===== src/rtl/fpm_pkg.sv =====
package fpm_pkg;
  localparam int unsigned XLEN   = 64;
  localparam int unsigned FUNC_W = 11;
  localparam int unsigned EXP_W  = 12;

  localparam logic [FUNC_W-1:0] F_CVT_LQ   = 11'h010;
  localparam logic [FUNC_W-1:0] F_CVT_QL   = 11'h030;
  localparam logic [FUNC_W-1:0] F_CVT_QLV  = 11'h130;
  localparam logic [FUNC_W-1:0] F_CVT_QLV2 = 11'h530;
  localparam logic [FUNC_W-1:0] F_CPYS     = 11'h020;
  localparam logic [FUNC_W-1:0] F_CPYSN    = 11'h021;
  localparam logic [FUNC_W-1:0] F_CPYSE    = 11'h022;
  localparam logic [FUNC_W-1:0] F_CTRL_WR  = 11'h024;
  localparam logic [FUNC_W-1:0] F_CTRL_RD  = 11'h025;
  localparam logic [FUNC_W-1:0] F_CMOV_EQ  = 11'h02a;
  localparam logic [FUNC_W-1:0] F_CMOV_GT  = 11'h02f;

  typedef enum logic [3:0] {
    OP_NONE, OP_CVT_LQ, OP_CVT_QL, OP_CVT_QLV,
    OP_SGN, OP_SGN_NEG, OP_SGN_EXP, OP_CMOV, OP_CTRL_WR, OP_CTRL_RD
  } op_e;

  typedef enum logic [2:0] {
    CND_EQ, CND_NE, CND_LT, CND_GE, CND_LE, CND_GT
  } cond_e;
endpackage


===== src/rtl/fpm_decode.sv =====
module fpm_decode
  import fpm_pkg::*;
(
  input  logic [FUNC_W-1:0] func_i,
  output op_e               op_o,
  output cond_e             cond_o
);
  always_comb begin
    op_o   = OP_NONE;
    cond_o = CND_EQ;
    unique case (func_i)
      F_CVT_LQ:               op_o = OP_CVT_LQ;
      F_CVT_QL:               op_o = OP_CVT_QL;
      F_CVT_QLV, F_CVT_QLV2:  op_o = OP_CVT_QLV;
      F_CPYS:                 op_o = OP_SGN;
      F_CPYSN:                op_o = OP_SGN_NEG;
      F_CPYSE:                op_o = OP_SGN_EXP;
      F_CTRL_WR:              op_o = OP_CTRL_WR;
      F_CTRL_RD:              op_o = OP_CTRL_RD;
      default: begin
        if (func_i >= F_CMOV_EQ && func_i <= F_CMOV_GT) begin
          op_o   = OP_CMOV;
          cond_o = cond_e'(func_i[2:0] - 3'd2);
        end
      end
    endcase
  end
endmodule


===== src/rtl/fpm_convert.sv =====
module fpm_convert
  import fpm_pkg::*;
#(
  parameter int unsigned OVF_SPAN = 33
) (
  input  logic [XLEN-1:0] b_i,
  output logic [XLEN-1:0] lq_o,
  output logic [XLEN-1:0] ql_o,
  output logic            ovf_o
);
  localparam int unsigned HALF = XLEN / 2;
  logic [HALF-1:0]     lw;
  logic [OVF_SPAN-1:0] upper;

  // register longword layout: sign pair at top, 30-bit body below a 3-bit gap
  assign lw    = {b_i[63:62], b_i[58:29]};
  assign lq_o  = {{HALF{lw[HALF-1]}}, lw};
  assign ql_o  = {b_i[31:30], 3'b000, b_i[29:0], 29'd0};
  assign upper = b_i[XLEN-1 -: OVF_SPAN];
  assign ovf_o = (upper != '0) && (upper != '1);
endmodule


===== src/rtl/fpm_sign.sv =====
module fpm_sign
  import fpm_pkg::*;
(
  input  op_e              op_i,
  input  logic [EXP_W-1:0] a_hi_i,
  input  logic [XLEN-1:0]  b_i,
  output logic [XLEN-1:0]  res_o
);
  always_comb begin
    unique case (op_i)
      OP_SGN_NEG: res_o = {~a_hi_i[EXP_W-1], b_i[XLEN-2:0]};
      OP_SGN_EXP: res_o = {a_hi_i, b_i[XLEN-EXP_W-1:0]};
      default:    res_o = {a_hi_i[EXP_W-1], b_i[XLEN-2:0]};
    endcase
  end
endmodule


===== src/rtl/fpm_cmov.sv =====
module fpm_cmov
  import fpm_pkg::*;
(
  input  cond_e           cond_i,
  input  logic [XLEN-1:0] a_i,
  input  logic [XLEN-1:0] b_i,
  input  logic [XLEN-1:0] c_i,
  output logic [XLEN-1:0] res_o
);
  logic is_zero, is_neg, take;

  assign is_zero = (a_i[XLEN-2:0] == '0);
  assign is_neg  = a_i[XLEN-1] && !is_zero;

  always_comb begin
    unique case (cond_i)
      CND_EQ:  take = is_zero;
      CND_NE:  take = !is_zero;
      CND_LT:  take = is_neg;
      CND_GE:  take = !is_neg;
      CND_LE:  take = is_neg || is_zero;
      default: take = !is_neg && !is_zero;
    endcase
  end

  assign res_o = take ? b_i : c_i;
endmodule


===== src/rtl/fp_misc_unit.sv =====
module fp_misc_unit
  import fpm_pkg::*;
#(
  parameter logic [XLEN-1:0] CTRL_RST = '0
) (
  input  logic              clk_i,
  input  logic              rst_ni,
  input  logic              valid_i,
  input  logic [FUNC_W-1:0] func_i,
  input  logic [XLEN-1:0]   op_a_i,
  input  logic [XLEN-1:0]   op_b_i,
  input  logic [XLEN-1:0]   op_c_i,
  output logic [XLEN-1:0]   result_o,
  output logic              wr_en_o,
  output logic              ovf_fault_o,
  output logic              unimpl_o
);
  op_e             op;
  cond_e           cond;
  logic [XLEN-1:0] lq_res, ql_res, sgn_res, cmov_res, res_d, ctrl_q;
  logic            ovf_raw, we_d, ovf_d, unimpl_d;

  fpm_decode u_decode (.func_i(func_i), .op_o(op), .cond_o(cond));

  fpm_convert #(.OVF_SPAN(XLEN/2 + 1)) u_convert (
    .b_i(op_b_i), .lq_o(lq_res), .ql_o(ql_res), .ovf_o(ovf_raw)
  );

  fpm_sign u_sign (
    .op_i(op), .a_hi_i(op_a_i[XLEN-1 -: EXP_W]), .b_i(op_b_i), .res_o(sgn_res)
  );

  fpm_cmov u_cmov (
    .cond_i(cond), .a_i(op_a_i), .b_i(op_b_i), .c_i(op_c_i), .res_o(cmov_res)
  );

  always_comb begin
    res_d    = '0;
    we_d     = 1'b1;
    ovf_d    = 1'b0;
    unimpl_d = 1'b0;
    unique case (op)
      OP_CVT_LQ:                     res_d = lq_res;
      OP_CVT_QL:                     res_d = ql_res;
      OP_CVT_QLV: begin
        res_d = ql_res;
        ovf_d = ovf_raw;
        we_d  = !ovf_raw;
      end
      OP_SGN, OP_SGN_NEG, OP_SGN_EXP: res_d = sgn_res;
      OP_CMOV:                       res_d = cmov_res;
      OP_CTRL_WR:                    we_d  = 1'b0;
      OP_CTRL_RD:                    res_d = ctrl_q;
      default: begin
        we_d     = 1'b0;
        unimpl_d = 1'b1;
      end
    endcase
  end

  always_ff @(posedge clk_i or negedge rst_ni) begin
    if (!rst_ni) begin
      result_o    <= '0;
      wr_en_o     <= 1'b0;
      ovf_fault_o <= 1'b0;
      unimpl_o    <= 1'b0;
    end else if (valid_i) begin
      result_o    <= res_d;
      wr_en_o     <= we_d;
      ovf_fault_o <= ovf_d;
      unimpl_o    <= unimpl_d;
    end else begin
      wr_en_o     <= 1'b0;
      ovf_fault_o <= 1'b0;
      unimpl_o    <= 1'b0;
    end
  end

  always_ff @(posedge clk_i or negedge rst_ni) begin
    if (!rst_ni)                           ctrl_q <= CTRL_RST;
    else if (valid_i && op == OP_CTRL_WR)  ctrl_q <= op_a_i;
  end

  p_no_overflow_write_r3: assert property (@(posedge clk_i) disable iff (!rst_ni)
    ovf_fault_o |-> !wr_en_o);
  p_unimpl_quiet_r8: assert property (@(posedge clk_i) disable iff (!rst_ni)
    unimpl_o |-> (!wr_en_o && result_o == '0 && !ovf_fault_o));
  p_idle_flags_r9: assert property (@(posedge clk_i) disable iff (!rst_ni)
    !valid_i |=> (!wr_en_o && !ovf_fault_o && !unimpl_o));
  p_idle_hold_r9: assert property (@(posedge clk_i) disable iff (!rst_ni)
    !valid_i |=> $stable(result_o));
  p_ctrl_load_r7: assert property (@(posedge clk_i) disable iff (!rst_ni)
    (valid_i && func_i == F_CTRL_WR) |=> (ctrl_q == $past(op_a_i)));
  p_ctrl_hold_r7: assert property (@(posedge clk_i) disable iff (!rst_ni)
    !(valid_i && func_i == F_CTRL_WR) |=> $stable(ctrl_q));
  p_ovf_window_r3: assert property (@(posedge clk_i) disable iff (!rst_ni)
    (valid_i && op == OP_CVT_QLV &&
     (op_b_i[XLEN-1:XLEN/2-1] == '0 || op_b_i[XLEN-1:XLEN/2-1] == '1)) |=> !ovf_fault_o);
endmodule


===== config.mk =====
export PLATFORM = sky130hd
export DESIGN_NAME = fp_misc_unit
export DESIGN_NICKNAME = d
export VERILOG_FILES = /design/src/rtl/fpm_pkg.sv /design/src/rtl/fpm_decode.sv /design/src/rtl/fpm_convert.sv /design/src/rtl/fpm_sign.sv /design/src/rtl/fpm_cmov.sv /design/src/rtl/fp_misc_unit.sv
export SDC_FILE = /design/constraint.sdc
export NUM_CORES = 1
export LEC_CHECK = 0
export ABC_AREA = 1
export ABC_CLOCK_PERIOD_IN_PS = 2200
export BUFFER_PORTS_ARGS = -buffer_cell sky130_fd_sc_hd__buf_4
export CAP_MARGIN = 20
export CORE_MARGIN = 2
export CORE_UTILIZATION = 50
export DETAILED_ROUTE_END_ITERATION = 12
export PLACE_DENSITY = 0.78
export SLEW_MARGIN = 25
export SYNTH_ARGS = -nofsm -noshare
export SYNTH_HDL_FRONTEND = slang
export SYNTH_SLANG_ARGS = --single-unit

===== constraint.sdc =====
create_clock -name clk_i -period 2.2 [get_ports clk_i]
set_input_delay 0.44 -clock clk_i [delete_from_list [all_inputs] [get_ports clk_i]]
set_output_delay 0.44 -clock clk_i [all_outputs]
set_load 0.01 [all_outputs]

-- After elaboration in Yosys (flattened, before gate mapping)
Index checks and enable logic that the tools add are counted.
- add/subtract/negate cells: 1
- order comparisons: 2
- eq/ne operators: 23
- mux-type cells: 14
- bitwise gates (word level): 1
- reduce and logical (&&, ||, !) cells: 18
- operators by type and width (kind ; count):
    case mux 64 bit (5 select lines) ; 1
    case mux 64 bit (2 select lines) ; 1
    equality test 11 x 6 -> 1 bit, second input constant ; 6
    two-way mux 64 bit ; 1
    zero test 63 bit ; 1
    != test 33 bit, second input constant ; 1
    nonzero test 33 bit ; 1
    case mux 4 bit (8 select lines) ; 1
    OR reduction 9 bit ; 2
    equality test 4 x 3 -> 1 bit, second input constant ; 4
    equality test 11 bit, second input constant ; 1
    equality test 11 x 5 -> 1 bit, second input constant ; 1
    equality test 11 x 9 -> 1 bit, second input constant ; 1
    greater-or-equal comparator 11 x 6 -> 1 bit, second input constant ; 1
    <= comparator 11 x 6 -> 1 bit, second input constant ; 1
    two-way mux 3 bit ; 3
    equality test 4 x 2 -> 1 bit, second input constant ; 2
    equality test 4 bit, second input constant ; 2
    OR reduction 7 bit ; 1
    equality test 3 x 2 -> 1 bit, second input constant ; 2
    logical AND 1 bit ; 5
    two-way mux 1 bit ; 5
    case mux 1 bit (5 select lines) ; 1
    equality test 4 x 1 -> 1 bit, second input constant ; 1
    10 further kinds ; 13
- register bits after elaboration: 131
- input port bits: 206
- output and inout port bits: 67
- logic and storage cells: 64

-- Logic depth before layout (Yosys ltp)
Gate-level depths: netlist of run 1.
- word-level depth: 8
- gate-level depth with buffers: 18

-- By module
From an unflattened synthesis of run 1, not the netlist that was laid out.
- cells, all modules: 1731
- area, all modules: 11285.8 um^2
- by module, submodules not included (module ; times used ; cells each ; area each (um^2)):
    fp_misc_unit ; 1 ; 1075 ; 7567.3
    fpm_cmov ; 1 ; 297 ; 1521.5
    fpm_convert ; 1 ; 188 ; 1204.9
    fpm_sign ; 1 ; 100 ; 625.6
    fpm_decode ; 1 ; 71 ; 366.6

-- Worst setup path before layout of run 1
Ideal clock, no wire load.
- path kind: input-to-reg
- from: in func_i[1]
- to: reg result_o[42]
- data arrival time: 2130 ps
- setup slack: -47 ps
- cell stages on the path: 15
- cells stage by stage: inv_1 > ha_1 > a21boi_0 > nor2_2 > buf_4 > nand3_1 > nand4_1 > nand3_2 > buf_6 > buf_4 > nand3_1 > nand3_1 > nand2_1 > nand2_1 > nand2_1
- word-level cells in the longest chain between the ends: 8
- elaborated cells on any way between the ends: 37
- classes of those cells: add/sub (1); order compare (2); eq/ne (21); mux (7); reduce/logical (6)
- RTL lines (element ; line ; text):
    start: declaration ; fp_misc_unit.sv:9 ; input logic [FUNC_W-1:0] func_i,
    greater-or-equal comparator 11 x 6 -> 1 bit or <= comparator 11 x 6 -> 1 bit (tied branches) ; fpm_decode.sv:21 ; if (func_i >= F_CMOV_EQ && func_i <= F_CMOV_GT) begin
    logical AND 1 bit ; fpm_decode.sv:21 ;
    two-way mux 3 bit ; fpm_decode.sv:21 ;
    two-way mux 3 bit ; fpm_decode.sv:11 ; unique case (func_i)
    equality test 3 bit (tied with other cells) ; fpm_cmov.sv:16 ; unique case (cond_i)
    case mux 1 bit (5 select lines) ; fpm_cmov.sv:16 ;
    two-way mux 64 bit ; fpm_cmov.sv:26 ; assign res_o = take ? b_i : c_i;
    case mux 64 bit (5 select lines) * ; fp_misc_unit.sv:42 ; unique case (op)
    end signal: assignment ; fp_misc_unit.sv:68 ; result_o <= res_d;
    end: declaration ; fp_misc_unit.sv:13 ; output logic [XLEN-1:0] result_o,
Mark *: on every way between the ends. The rest lies on a longest branch, timed or not.
A chain may end at the register's enable or synchronous reset.

-- Final worst setup path of run 1
- from: in func_i[1]
- to: reg result_o[32]
Same word-level chain as after synthesis.

==> results of run 1 <==
[final cells by class]
class | instances | area, µm²
clock buffers | 18 | 439
clock inverters | 13 | 136
fillers | 1392 | 4410
inverters | 182 | 683
multi-input cells | 865 | 4440
flip-flops and latches | 131 | 3280
well taps | 225 | 282
repair buffers | 426 | 3450
[metal layers]
metal / up-vias / wire [µm] / part of all wire [%]
met5: - / 0 / 0
met4: 0 / 1550 / 4.2
met3: 149 / 4580 / 12
met2: 809 / 16300 / 44
met1: 4948 / 14300 / 39
li1: 4803 / - / -
[synth_stat cells]
cell type	n
sky130_fd_sc_hd__o31ai_1	1
sky130_fd_sc_hd__ha_1	2
sky130_fd_sc_hd__nand3_2	11
sky130_fd_sc_hd__o22ai_1	6
sky130_fd_sc_hd__o21ai_0	53
sky130_fd_sc_hd__clkbuf_1	30
sky130_fd_sc_hd__nand4_4	1
sky130_fd_sc_hd__or2_2	1
sky130_fd_sc_hd__nand2_1	407
sky130_fd_sc_hd__inv_2	3
sky130_fd_sc_hd__buf_2	21
sky130_fd_sc_hd__buf_6	9
sky130_fd_sc_hd__nor4_1	9
sky130_fd_sc_hd__a21boi_0	1
sky130_fd_sc_hd__nor2_2	2
sky130_fd_sc_hd__clkinv_1	1
sky130_fd_sc_hd__nand3b_2	1
sky130_fd_sc_hd__mux2_2	8
sky130_fd_sc_hd__nand4_1	12
sky130_fd_sc_hd__a221oi_1	46
sky130_fd_sc_hd__o211ai_2	1
sky130_fd_sc_hd__o211ai_1	14
sky130_fd_sc_hd__buf_1	3
sky130_fd_sc_hd__inv_1	178
sky130_fd_sc_hd__dfrtp_1	131
sky130_fd_sc_hd__nand2_2	2
sky130_fd_sc_hd__a31oi_2	1
sky130_fd_sc_hd__nand2_4	1
sky130_fd_sc_hd__nand3_1	151
sky130_fd_sc_hd__a211oi_1	4
sky130_fd_sc_hd__o21ai_1	4
sky130_fd_sc_hd__buf_4	7
sky130_fd_sc_hd__nor2_1	73
sky130_fd_sc_hd__a21oi_2	2
sky130_fd_sc_hd__or2_4	1
sky130_fd_sc_hd__nor2_4	2
sky130_fd_sc_hd__nor3_1	8
sky130_fd_sc_hd__mux2_1	22
sky130_fd_sc_hd__o2111ai_2	1
sky130_fd_sc_hd__a21oi_1	16
sky130_fd_sc_hd__a31oi_1	1
[repair_timing]
action                                 CTS  global route
gates resized for setup                  0            22
hold buffers                             1             0
endpoints found under the hold margin   44             0
setup endpoints to repair                0            64
buffers inserted                         0             3
[critical path: stages]
cell,delay [ns]
sky130_fd_sc_hd__buf_4,0.12
sky130_fd_sc_hd__ha_2,0.18
sky130_fd_sc_hd__nand2_1,0.06
sky130_fd_sc_hd__inv_1,0.04
sky130_fd_sc_hd__a21oi_2,0.18
sky130_fd_sc_hd__nand2_2,0.09
sky130_fd_sc_hd__nor2_4,0.13
sky130_fd_sc_hd__nand3_1,0.13
sky130_fd_sc_hd__nand2_1,0.09
sky130_fd_sc_hd__nand2_1,0.06
sky130_fd_sc_hd__nand2_2,0.09
sky130_fd_sc_hd__nand3_4,0.13
sky130_fd_sc_hd__buf_4,0.20
sky130_fd_sc_hd__clkbuf_16,0.18
sky130_fd_sc_hd__nand3_1,0.08
sky130_fd_sc_hd__nand3_1,0.08
sky130_fd_sc_hd__nand2_1,0.10
sky130_fd_sc_hd__nand2_1,0.05
sky130_fd_sc_hd__nand2_1,0.06
[kinds of logic after synthesis]
group                      synth area share, %
buffers and inverters                     12.3
muxes                                     3.90
DFF                                       37.8
adders and majority gates                0.289
AOI/OAI and AO/OA                         11.8
and+or+nand+nor                           34.0
[worst paths after layout]
| path | depth (start not counted) | end | start |
|---|---|---|---|
| worst min-delay path | 2 | ctrl_q[9] | op_a_i[9] |
| min in group asynchronous | 2 | ctrl_q[25] | rst_ni |
| worst max-delay path | 19 | result_o[32] | func_i[1] |
| worst min register to register | 2 | result_o[44] | result_o[44] |
| worst max register to register | 5 | result_o[39] | ctrl_q[39] |
| max in group asynchronous | 3 | ctrl_q[59] | rst_ni |
[sequential cells by signal, summed over array words and instances, names as in the netlist]
register	flops
ctrl_q	64
result_o	64
wr_en_o	1
unimpl_o	1
ovf_fault_o	1
[power groups by stage]
stage / clock network [mW] / registers (mW) / logic (mW)
floorplan: 0 / 2.48 / 0.221
global placement: 0 / 2.49 / 0.786
detailed placement: 0 / 2.49 / 0.792
CTS: 2.81 / 2.45 / 0.798
global route: 2.94 / 2.45 / 0.878
finish: 2.82 / 2.45 / 0.818
[metrics by stage]
stage / instances / cell area (µm²) / total power [mW]
final: 1860 / 12700 / 6.09
after global routing: 1860 / 12700 / 6.26
after CTS: 1853 / 12500 / 6.06
after detailed placement: 1821 / 11900 / 3.28
after global placement: 1821 / 11900 / 3.28
after floorplan: 1248 / 8670 / 2.70
==> Flow_metrics.wiki, run 1 <==
{| class="wikitable"
! Metric !! Value
|-
| Outcome || finished, final reports clean
|-
| Total number of nets in the final design || between 1,500 and 2,000
|-
| Placeable core area || 17,100 µm²
|-
| Number of port buffers || between 200 and 300
|-
| Worst-case clock buffer depth || 2
|-
| Count of routing violations after the opening detailed-route iteration || roughly 1,500
|-
| Area share of the leading cell type in the synthesized netlist || a little under two fifths
|-
| Sequential power share || 40.2%
|-
| Num rows || 48
|-
| Clock Skew || 0.00631 ns
|-
| Most area-hungry cell type in the Yosys netlist || sky130_fd_sc_hd__dfrtp_1
|-
| Leakage power figure || approximately 7.3 nW
|-
| Worst max-slew margin expressed relative to the limit || 63.4%
|-
| Critical setup path kind || primary input to flop
|-
| Min Clock Period, post-route || 2.14 ns
|-
| Core occupancy in the finished layout || roughly three quarters
|-
| DIE HEIGHT || about 140 µm
|-
| Detailed-routing iteration count for the pre-antenna-repair pass || 8
|-
| Setup Total Neg Slack || 0 ns
|-
| Total congestion overflow after global routing || 0
|-
| H-tree levels || 4
|-
| Cts bufs inserted || 17
|-
| Hold Vio Cnt, Final || 0
|-
| Clk sink count || 131
|-
| Die Outline Area || approximately 18,000 µm²
|-
| Wire length of the first global-routing pass || approximately 54,000 µm
|-
| Max rail drop VDD || 567 µV
|-
| Register area share after synthesis || between 30% and 40%
|-
| Ratio of total power to cell area || ~480 nW/µm²
|-
| Switching power || 1.57 mW
|-
| Final Hold Slack || 0.227 ns
|-
| Inserted Diodes || 0
|-
| Total Routed Length || 36,700 µm
|-
| Global Route met3 Usage || between 10% and 20%
|-
| Via count || around 11,000
|-
| Antenna violations before repair || 0
|-
| Highest-count cells in the layout ignoring fill and taps || 404 x sky130_fd_sc_hd__buf_4, 402 x sky130_fd_sc_hd__nand2_1, 178 x sky130_fd_sc_hd__inv_1
|-
| Vias per cell || around 5.8
|-
| Maximum fanout along the worst path || 11
|-
| Most frequent standard cell in the layout excluding fill and tap cells || sky130_fd_sc_hd__buf_4
|-
| Root buf cell || sky130_fd_sc_hd__clkbuf_16
|-
| Post-synth net total || between 1,000 and 1,500
|-
| Number of global-route vias before repair || 9,891
|-
| Yosys warning count || 0
|-
| Post-place setup slack || -0.354 ns
|-
| Distinct cell type count after synthesis || between 40 and 50
|-
| Effective utilization at floorplan || about half
|-
| Proportion of layout cells with a drive suffix above 1 || ~31%
|-
| Max Cap Viol || 0
|-
| Endpoint arrival time on the critical path || around 2.5 ns
|-
| Least setup slack across all paths after layout || 0.0621 ns
|-
| Final GP Congestion || ~0.97
|-
| Flop2flop setup slack || approximately 0.85 ns
|-
| Main area contributors after synthesis || sky130_fd_sc_hd__dfrtp_1 38%, sky130_fd_sc_hd__nand2_1 18%, sky130_fd_sc_hd__nand3_1 8.7%, sky130_fd_sc_hd__inv_1 7.7%, sky130_fd_sc_hd__a221oi_1 4.6%
|-
| Slew @ Worst Pin || between 0.5 and 0.6 ns
|-
| Net Sw Frac || 25.7%
|-
| Period utilisation layout || 97.2%
|-
| Number of failing setup endpoints in the final timing report || 0
|-
| Clock network latency to the later pin of the worst-skew pair || about 0.43 ns
|-
| Count of nets left with antenna violations after detail routing || 0
|-
| Kind of start point of the critical path || primary input
|-
| Met2 track demand over resource in global routing || between 50% and 60%
|-
| TritonCTS clock tree || yes
|-
| Overall die width || 136 µm
|-
| Worst min-delay path category || primary input to flop
|-
| Req. time, crit path || 2.57 ns
|-
| Synthesized area per cell || about 6.9 µm²
|-
| Power share of the combinational group || 13.4%
|-
| Portion of total power attributed to the clock network || between 40% and 50%
|-
| Worst setup EP type || flop
|-
| Pin count of the biggest net entering global routing || 53
|-
| Instance count of the mapped netlist || roughly 1,200
|-
| Busiest layer in global routing || met2
|-
| Top-level port count || 273
|-
| DRC violation count after routing || 0
|-
| Relative area change from synthesis to final layout || 46.5%
|-
| Number of flip-flops and latches in the synthesized netlist || about 130
|-
| GRT Resource Usage Total || between 30% and 40%
|-
| Clock-pin transition on the worst setup and hold timing paths || roughly 0.060 ns
|-
| Setup repair after global routing missed its margin || yes
|-
| Highest Clock Rate || between 400 and 500 MHz
|-
| Max-slew violation count || 0
|-
| Post-detailed-placement half-perimeter wirelength || roughly 27,000 µm
|-
| Mean routed wirelength per cell || approximately 20 µm
|-
| Internal power of the cells || between 4 and 5 mW
|-
| Met1 global-route usage || a little over half
|-
| Cell area after synthesis || approximately 8700 µm²
|}
Power figures use the tool's default switching activity.
==> run 2: changes to the inputs <==
--- a/config.mk
+++ b/config.mk
@@ -6,13 +6,13 @@
 export NUM_CORES = 1
 export LEC_CHECK = 0
 export ABC_AREA = 1
-export ABC_CLOCK_PERIOD_IN_PS = 2200
+export ABC_CLOCK_PERIOD_IN_PS = 1750
 export BUFFER_PORTS_ARGS = -buffer_cell sky130_fd_sc_hd__buf_4
 export CAP_MARGIN = 20
 export CORE_MARGIN = 2
-export CORE_UTILIZATION = 50
+export CORE_UTILIZATION = 47
 export DETAILED_ROUTE_END_ITERATION = 12
-export PLACE_DENSITY = 0.78
+export PLACE_DENSITY = 0.77
 export SLEW_MARGIN = 25
 export SYNTH_ARGS = -nofsm -noshare
 export SYNTH_HDL_FRONTEND = slang
==> constraint.sdc (replaced) <==
create_clock -name clk_i -period 1.75 [get_ports clk_i]
set_input_delay 0.35 -clock clk_i [delete_from_list [all_inputs] [get_ports clk_i]]
set_output_delay 0.35 -clock clk_i [all_outputs]
set_load 0.01 [all_outputs]
==> run 2 against run 1 <==
Net effect: the flow now finishes with violations (setup timing); clock power grew 33%; global-route usage grew 0.77 points; flip-flop and latch count is the same; core utilization grew 4.9 points; critical path type unchanged; first-iteration DRC count grew 32%; sequential share of layout area shrank 2.8 points; via count grew 8.6%; sequential power grew 26%; total power grew 33%.
==> Flow_metrics.wiki, run 2 (synthesis gave the netlist of run 1 again) <==
{| class="wikitable"
! Metric !! Value
|-
| Outcome || finished with violations
|-
| Violations in the final reports || setup timing
|-
| Period utilisation layout || 118%
|-
| Least setup slack across all paths after layout || -0.321 ns
|-
| Count of nets left with antenna violations after detail routing || 0
|-
| Leakage power figure || between 8 and 9 nW
|-
| Cell chain of the critical path || buf_8 -> inv_4 -> nor2_4 -> nand2_2 -> nor2_4 -> nand2_2 -> nor2_4 -> buf_6 -> nand4_4 -> or2_4 -> nand2_8 -> buf_12 -> nand2_1 -> nand3_1 -> nand2_1 -> nand2_1 -> nand2_1
|-
| Max Cap Viol || 0
|-
| Total congestion overflow after global routing || 0
|-
| Global Route met3 Usage || between 10% and 20%
|-
| Count of routing violations after the opening detailed-route iteration || between 1,500 and 2,000
|-
| Die Outline Area || 19,600 µm²
|-
| Endpoint of the lowest-slack register-to-register path || result_o[45]
|-
| Clock Skew || between 0.01 and 0.015 ns
|-
| Met2 track demand over resource in global routing || 59.8%
|-
| Proportion of layout cells with a drive suffix above 1 || roughly two fifths
|-
| Critical path's slowest cell || sky130_fd_sc_hd__or2_4
|-
| Placeable core area || approximately 18,000 µm²
|-
| Clock-pin transition on the worst setup and hold timing paths || approximately 0.060 ns
|-
| Start point of the worst min-delay path || op_a_i[44]
|-
| Via count || ~12,000
|-
| Met1 global-route usage || slightly above 50%
|-
| Setup repair after global routing missed its margin || yes
|-
| Most frequent standard cell in the layout excluding fill and tap cells || sky130_fd_sc_hd__buf_4
|-
| Req. time, crit path || about 2 ns
|-
| Min Clock Period, post-route || 2.07 ns
|-
| Cts bufs inserted || 17
|-
| Max incr delay on CP || 0.32 ns
|-
| Clk sink count || between 100 and 150
|-
| Cell mode on critical path || sky130_fd_sc_hd__nand2_1
|-
| Pin count of the biggest net entering global routing || 44
|-
| Antenna violations before repair || 2
|-
| Worst min-delay path category || primary input to flop
|-
| Top-level port count || about 270
|-
| Post-place setup slack || -0.807 ns
|-
| Ratio of total power to cell area || between 500 and 600 nW/µm²
|-
| Worst setup EP type || flop
|-
| Number of global-route vias before repair || approximately 11,000
|-
| DIE HEIGHT || ~140 µm
|-
| Endpoint arrival time on the critical path || 2.38 ns
|-
| Highest Clock Rate || 483 MHz
|-
| TritonCTS clock tree || yes
|-
| Max-slew violation count || 0
|-
| H-tree levels || 4
|-
| GRT Resource Usage Total || roughly 40%
|-
| Clock network latency to the later pin of the worst-skew pair || 0.43 ns
|-
| Worst max-slew margin expressed relative to the limit || about 55%
|-
| Final GP Congestion || around 1.1
|-
| Reg2Reg Depth || 4
|-
| Total Routed Length || roughly 42,000 µm
|-
| Wire length of the first global-routing pass || around 60,000 µm
|-
| Worst-case clock buffer depth || 2
|-
| Num rows || between 40 and 50
|-
| Registers with the most flip-flops || ctrl_q (64), result_o (64)
|-
| Maximum fanout along the worst path || 12
|-
| Mean routed wirelength per cell || between 20 and 25 µm
|-
| Slew @ Worst Pin || 0.665 ns
|-
| Total Power Consumption || 8.10 mW
|-
| Hold Vio Cnt, Final || 0
|-
| Final Hold Slack || between 0.1 and 0.15 ns
|-
| Largest delay contributor family on the critical path || simple AND/OR/NAND/NOR gates
|-
| Detailed-routing iteration count for the pre-antenna-repair pass || 9
|-
| Busiest layer in global routing || met2
|-
| Total number of nets in the final design || 1,913
|-
| Vias per cell || 5.97
|-
| Highest-count cells in the layout ignoring fill and taps || 440 x sky130_fd_sc_hd__buf_4, 344 x sky130_fd_sc_hd__nand2_1, 176 x sky130_fd_sc_hd__inv_1
|-
| Kind of start point of the critical path || primary input
|-
| Sink of the worst hold path || ctrl_q[44]
|-
| Post-detailed-placement half-perimeter wirelength || around 30,000 µm
|-
| Critical setup path kind || primary input to flop
|-
| Max rail drop VDD || just under 700 µV
|-
| Hold Path Cell Cnt || 2
|-
| CP bufs+invs || 4
|-
| Flop2flop setup slack || 0.38 ns
|-
| Effective utilization at floorplan || approximately half
|-
| Source of the worst register-to-register timing path || ctrl_q[45]
|-
| Number of failing setup endpoints in the final timing report || about 130
|-
| DRC violation count after routing || 0
|-
| Relative area change from synthesis to final layout || 64.6%
|-
| Number of port buffers || ~270
|-
| Overall die width || ~140 µm
|-
| Root buf cell || sky130_fd_sc_hd__clkbuf_16
|}
-- run 2: per-stage QoR --
step                      setup TNS [ns]  util, %  instances  area [µm²]
after detailed placement          -78.77     68.9       1877       12400
after floorplan                   -28.64        -       1248        8850
after global routing              -34.81     79.2       1949       14300
final                             -26.55     79.2       1949       14300
after global placement            -78.32     68.9       1877       12400
after CTS                         -16.17     75.3       1932       13600
-- run 2: timing repair --
action                                  4_1_cts  5_1_grt
hold endpoints to repair                     21        0
setup buffers                                17       16
endpoints found under the setup margin      115      128
pin swaps                                    26       18
cloned                                        5        3
hold buffers                                  1        0
gates resized for setup                      78      169
-- run 2: cell type report --
| class | count | area [µm²] |
|---|---|---|
| tap | 229 | 287 |
| inverter | 182 | 689 |
| fill | 1195 | 3750 |
| antenna | 2 | 5.00 |
| multi-input combinational | 866 | 5040 |
| sequential | 131 | 3280 |
| clock buffer | 18 | 439 |
| timing repair buffer | 507 | 4360 |
| clock inverter | 14 | 168 |
-- run 2: how the worst max path moves through the flow --
stage | slack, ns | startpoint | to | cells past startpoint
finish | -0.32 | func_i[5] | result_o[2] | 17
global route | -0.38 | op_a_i[13] | result_o[2] | 18
CTS | -0.21 | func_i[1] | result_o[15] | 17
detailed placement | -0.81 | func_i[2] | result_o[48] | 17
global placement | -0.79 | func_i[2] | result_o[48] | 17
floorplan | -0.32 | func_i[1] | result_o[6] | 18
-- run 2: power breakdown --
group          total, mW  switching [mW]  internal, mW
Combinational       1.27           0.638         0.630
Clock               3.76            1.58          2.18
Sequential          3.08          0.0236          3.05
Total               8.10            2.24          5.87
-- run 2: routing by layer --
metal  wire (µm)  vias to the layer above
met5           0                        -
met4        2880                        0
met3        5310                      227
met2       18700                      979
met1       15500                     5433
li1            -                     4992
==> run 3: changes to the inputs <==
--- a/config.mk
+++ b/config.mk
@@ -10,10 +10,12 @@
 export BUFFER_PORTS_ARGS = -buffer_cell sky130_fd_sc_hd__buf_4
 export CAP_MARGIN = 20
 export CORE_MARGIN = 2
-export CORE_UTILIZATION = 47
+export CORE_UTILIZATION = 50
 export DETAILED_ROUTE_END_ITERATION = 12
-export PLACE_DENSITY = 0.77
+export PLACE_DENSITY = 0.78
+export REMOVE_ABC_BUFFERS = 1
 export SLEW_MARGIN = 25
 export SYNTH_ARGS = -nofsm -noshare
 export SYNTH_HDL_FRONTEND = slang
+export SYNTH_HIERARCHICAL = 1
 export SYNTH_SLANG_ARGS = --single-unit
==> run 3 against run 2 <==
Net effect: the flow still finishes with violations (setup timing); die area up 22%; routed wire length increased by 6.0%; worst hold slack better by 0.012 ns; fmax decreased by 14%; sequential share of layout area fell by 1.5 points; clock power is 2% lower; cell count increased by 14%; register-to-register slack gained 0.40 ns; core utilization decreased by 9.8 points; flip-flop and latch count did not move; non-clock buffer count shrank 68; critical path depth rose by 4; critical path type unchanged; largest cell class unchanged.
==> Flow_metrics.wiki, run 3 <==
{| class="wikitable"
! Metric !! Value
|-
| Final non-filler cell total || approximately 2,200
|-
| Worst setup EP type || flop
|-
| Cell chain of the critical path || buf_4 -> inv_1 -> nand2_1 -> nor2_4 -> nand3_1 -> nand3_2 -> nand2_4 -> nor2_4 -> xor2_1 -> nand3_1 -> buf_4 -> nand3_4 -> nand2_8 -> buf_12 -> buf_16 -> nand3_2 -> nand2_1 -> nand3_1 -> nand3_1 -> o21bai_1 -> nand2_1
|-
| Worst min-delay path category || primary input to flop
|-
| Clock network latency to the later pin of the worst-skew pair || 0.43 ns
|-
| Cell area after synthesis || 11,300 µm²
|-
| Setup repair after global routing missed its margin || yes
|-
| Final Hold Slack || 0.159 ns
|-
| Slew @ Worst Pin || approximately 0.56 ns
|-
| Hold Vio Cnt, Final || 0
|-
| Synthesized area per cell || ~6.5 µm²
|-
| Critical path's slowest cell || sky130_fd_sc_hd__xor2_1
|-
| Simple-gate share of the synthesized area || 42.4%
|-
| Worst max-slew margin expressed relative to the limit || a little over three fifths
|-
| Switching power || 2.42 mW
|-
| Share of synthesized area spent on multiplexers || 0%
|-
| Via count || roughly 13,000
|-
| Total Power Consumption || around 8.4 mW
|-
| Post-detailed-placement half-perimeter wirelength || around 27,000 µm
|-
| Least setup slack across all paths after layout || -0.668 ns
|-
| Relative area change from synthesis to final layout || 35.0%
|-
| Detailed-routing iteration count for the pre-antenna-repair pass || 9
|-
| Die Outline Area || around 24,000 µm²
|-
| Number of failing setup endpoints in the final timing report || 131
|-
| Max-slew violation count || 0
|-
| Total congestion overflow after global routing || 0
|-
| Wire length of the first global-routing pass || 67,900 µm
|-
| Count of nets left with antenna violations after detail routing || 0
|-
| Vias per cell || 5.87
|-
| Setup Total Neg Slack || -51.08 ns
|-
| Outcome || finished with violations
|-
| Number of enable-type register cells in the synthesized netlist || 0
|-
| Req. time, crit path || 2.07 ns
|-
| Post-place instance area || about 13,000 µm²
|-
| Count of routing violations after the opening detailed-route iteration || between 1,000 and 1,500
|-
| Sequential power share || 37.6%
|-
| Clock Skew || 0.00830 ns
|-
| Cell mode on critical path || sky130_fd_sc_hd__nand3_1
|-
| Xor/xnor cell area share of the yosys netlist || less than 1%
|-
| DRC violation count after routing || 0
|-
| Clock-pin transition on the worst setup and hold timing paths || 0.07 ns
|-
| Area share of the leading cell type in the synthesized netlist || between 20% and 30%
|-
| Num rows || 54
|-
| Antenna violations before repair || 0
|-
| Root buf cell || sky130_fd_sc_hd__clkbuf_16
|-
| Power share of the combinational group || approximately 18%
|-
| Endpoint arrival time on the critical path || about 2.7 ns
|-
| H-tree levels || 4
|-
| TritonCTS clock tree || yes
|-
| Net Sw Frac || about 29%
|-
| Effective utilization at floorplan || 51.4%
|-
| Main area contributors after synthesis || sky130_fd_sc_hd__dfrtp_1 29%, sky130_fd_sc_hd__nand2_1 19%, sky130_fd_sc_hd__nand3_1 17%, sky130_fd_sc_hd__buf_4 12%, sky130_fd_sc_hd__o21bai_1 4.3%
|-
| Overall die width || ~150 µm
|-
| Clk sink count || around 130
|-
| Most area-hungry cell type in the Yosys netlist || sky130_fd_sc_hd__dfrtp_1
|-
| Leakage power figure || 8.41 nW
|-
| Fillers || approximately 1,700
|-
| Combined area of the multi-input logic cells || 6400 µm²
|-
| Instance count of the mapped netlist || 1,731
|-
| Register area share after synthesis || 29.0%
|-
| Proportion of layout cells with a drive suffix above 1 || around a third
|-
| Most frequent standard cell in the layout excluding fill and tap cells || sky130_fd_sc_hd__nand2_1
|-
| Highest Clock Rate || 414 MHz
|-
| Max incr delay on CP || 0.22 ns
|-
| Final GP Congestion || between 0.9 and 1
|-
| Cts bufs inserted || 17
|-
| Total number of nets in the final design || around 2,100
|-
| Number of port buffers || around 270
|-
| Violations in the final reports || setup timing
|-
| Worst-case clock buffer depth || 2
|-
| DIE HEIGHT || roughly 150 µm
|-
| Top-level port count || ~270
|-
| Largest family of logic cells by synthesized area || simple AND/OR/NAND/NOR gates
|-
| CP bufs+invs || 5
|-
| Number of flip-flops and latches in the synthesized netlist || around 130
|-
| Distinct cell type count after synthesis || 32
|-
| Yosys warning count || 6
|-
| Maximum fanout along the worst path || 7
|-
| Internal power of the cells || just under 6 mW
|-
| Ys async rst share || 100%
|-
| Largest delay contributor family on the critical path || simple AND/OR/NAND/NOR gates
|-
| Period utilisation layout || 138%
|-
| Cell area after layout || ~15,000 µm²
|-
| Inserted Diodes || 0
|-
| Core occupancy in the finished layout || roughly 70%
|-
| Kind of start point of the critical path || primary input
|-
| Portion of total power attributed to the clock network || a little over two fifths
|-
| Min Clock Period, post-route || ~2.4 ns
|-
| Max rail drop VDD || 535 µV
|-
| Highest-count cells in the layout ignoring fill and taps || 537 x sky130_fd_sc_hd__nand2_1, 362 x sky130_fd_sc_hd__buf_4, 320 x sky130_fd_sc_hd__nand3_1
|-
| Post-place setup slack || -0.993 ns
|-
| Max Cap Viol || 0
|-
| Critical setup path kind || primary input to flop
|-
| Most frequently used flop master after synthesis || sky130_fd_sc_hd__dfrtp_1
|-
| Placeable core area || between 20,000 and 25,000 µm²
|-
| Reg area || ~3300 µm²
|-
| Library cell with the highest instance count after synthesis || sky130_fd_sc_hd__nand2_1
|-
| Number of global-route vias before repair || 12,600
|-
| Fraction of the mapped netlist area in compound gates || 7.38%
|-
| Adder-cell share of the synthesized area || less than 1%
|-
| Pin count of the biggest net entering global routing || between 80 and 90
|-
| Mean routed wirelength per cell || approximately 20 µm
|-
| GRT Resource Usage Total || 36.3%
|-
| Ratio of total power to cell area || between 500 and 600 nW/µm²
|-
| Number of cells after detailed placement || 2,149
|-
| Total Routed Length || between 40,000 and 50,000 µm
|-
| Most used standard cells in the synthesized netlist || 559 x sky130_fd_sc_hd__nand2_1, 384 x sky130_fd_sc_hd__nand3_1, 187 x sky130_fd_sc_hd__buf_4
|-
| Registers with the most flip-flops || ctrl_q (64), result_o (64)
|}
run 3: changes by cell type in the layout (fill, tap and decap cells not counted), sizes merged, moves of 16 or more:
cell,before,now
nand3,162,398
nand2,411,569
inv,187,103
buf,502,427
o21bai,0,64
a221oi,46,0
conb,0,32
mux2,30,0
nor2,77,101
a21oi,18,2
run 3: power groups by stage:
stage	Clock [mW]	Sequential, mW	Combinational [mW]
final	3.69	3.15	1.54
after global routing	3.82	3.15	1.65
after CTS	3.66	3.15	1.45
after detailed placement	0	3.20	1.36
after global placement	0	3.20	1.34
after floorplan	0	3.22	0.419
run 3: layout make-up:
| class | instances | share of cell area (%) |
|---|---|---|
| Clock inverter | 13 | 0.969 |
| Clock buffer | 19 | 2.84 |
| Timing Repair Buffer | 439 | 27.9 |
| Multi-Input combinational cell | 1250 | 42.0 |
| Tap cell | 280 | 2.30 |
| Sequential cell | 131 | 21.5 |
| Inverter | 98 | 2.47 |
run 3: worst reg2reg max path: cells and delay by family (launching register included):
family	cells	cell delay, ns
compound gates	1	0.18
flops	1	0.39
simple gates	3	0.28
run 3: layer usage:
metal  track usage [%]  vias up  wire length [µm]
met3              8.74      260              5730
met4              21.0        0              2920
met2              57.8     1124             20300
met1              45.1     5897             16000
li1                  -     5804                 -
met5                 0        -                 0
run 3: worst paths after layout:
kind	start	to	slack [ns]	cells past startpoint
worst max-delay path	func_i[6]	result_o[22]	-0.67	21
worst min register to register	result_o[4]	result_o[4]	0.48	2
min in group asynchronous	rst_ni	wr_en_o	0.43	2
max in group asynchronous	rst_ni	result_o[13]	0.75	3
worst max register to register	ctrl_q[63]	result_o[63]	0.78	4
worst min-delay path	op_a_i[42]	ctrl_q[42]	0.16	3
run 3: kinds of logic after synthesis:
logic type      after synthesis
simple gates               1080
xor+xnor                      1
flops                       131
other cells                   1
buf+inv                     382
fa+ha+maj                     2
compound gates              134
run 3: timing repair:
| item | in CTS | in global routing |
|---|---|---|
| endpoints found under the hold margin | 29 | 0 |
| setup endpoints to repair | 131 | 131 |
| setup buffers | 18 | 10 |
| pin swaps | 50 | 92 |
| gates cloned | 16 | 6 |
| hold buffers | 1 | 0 |
| gates resized for setup | 94 | 74 |
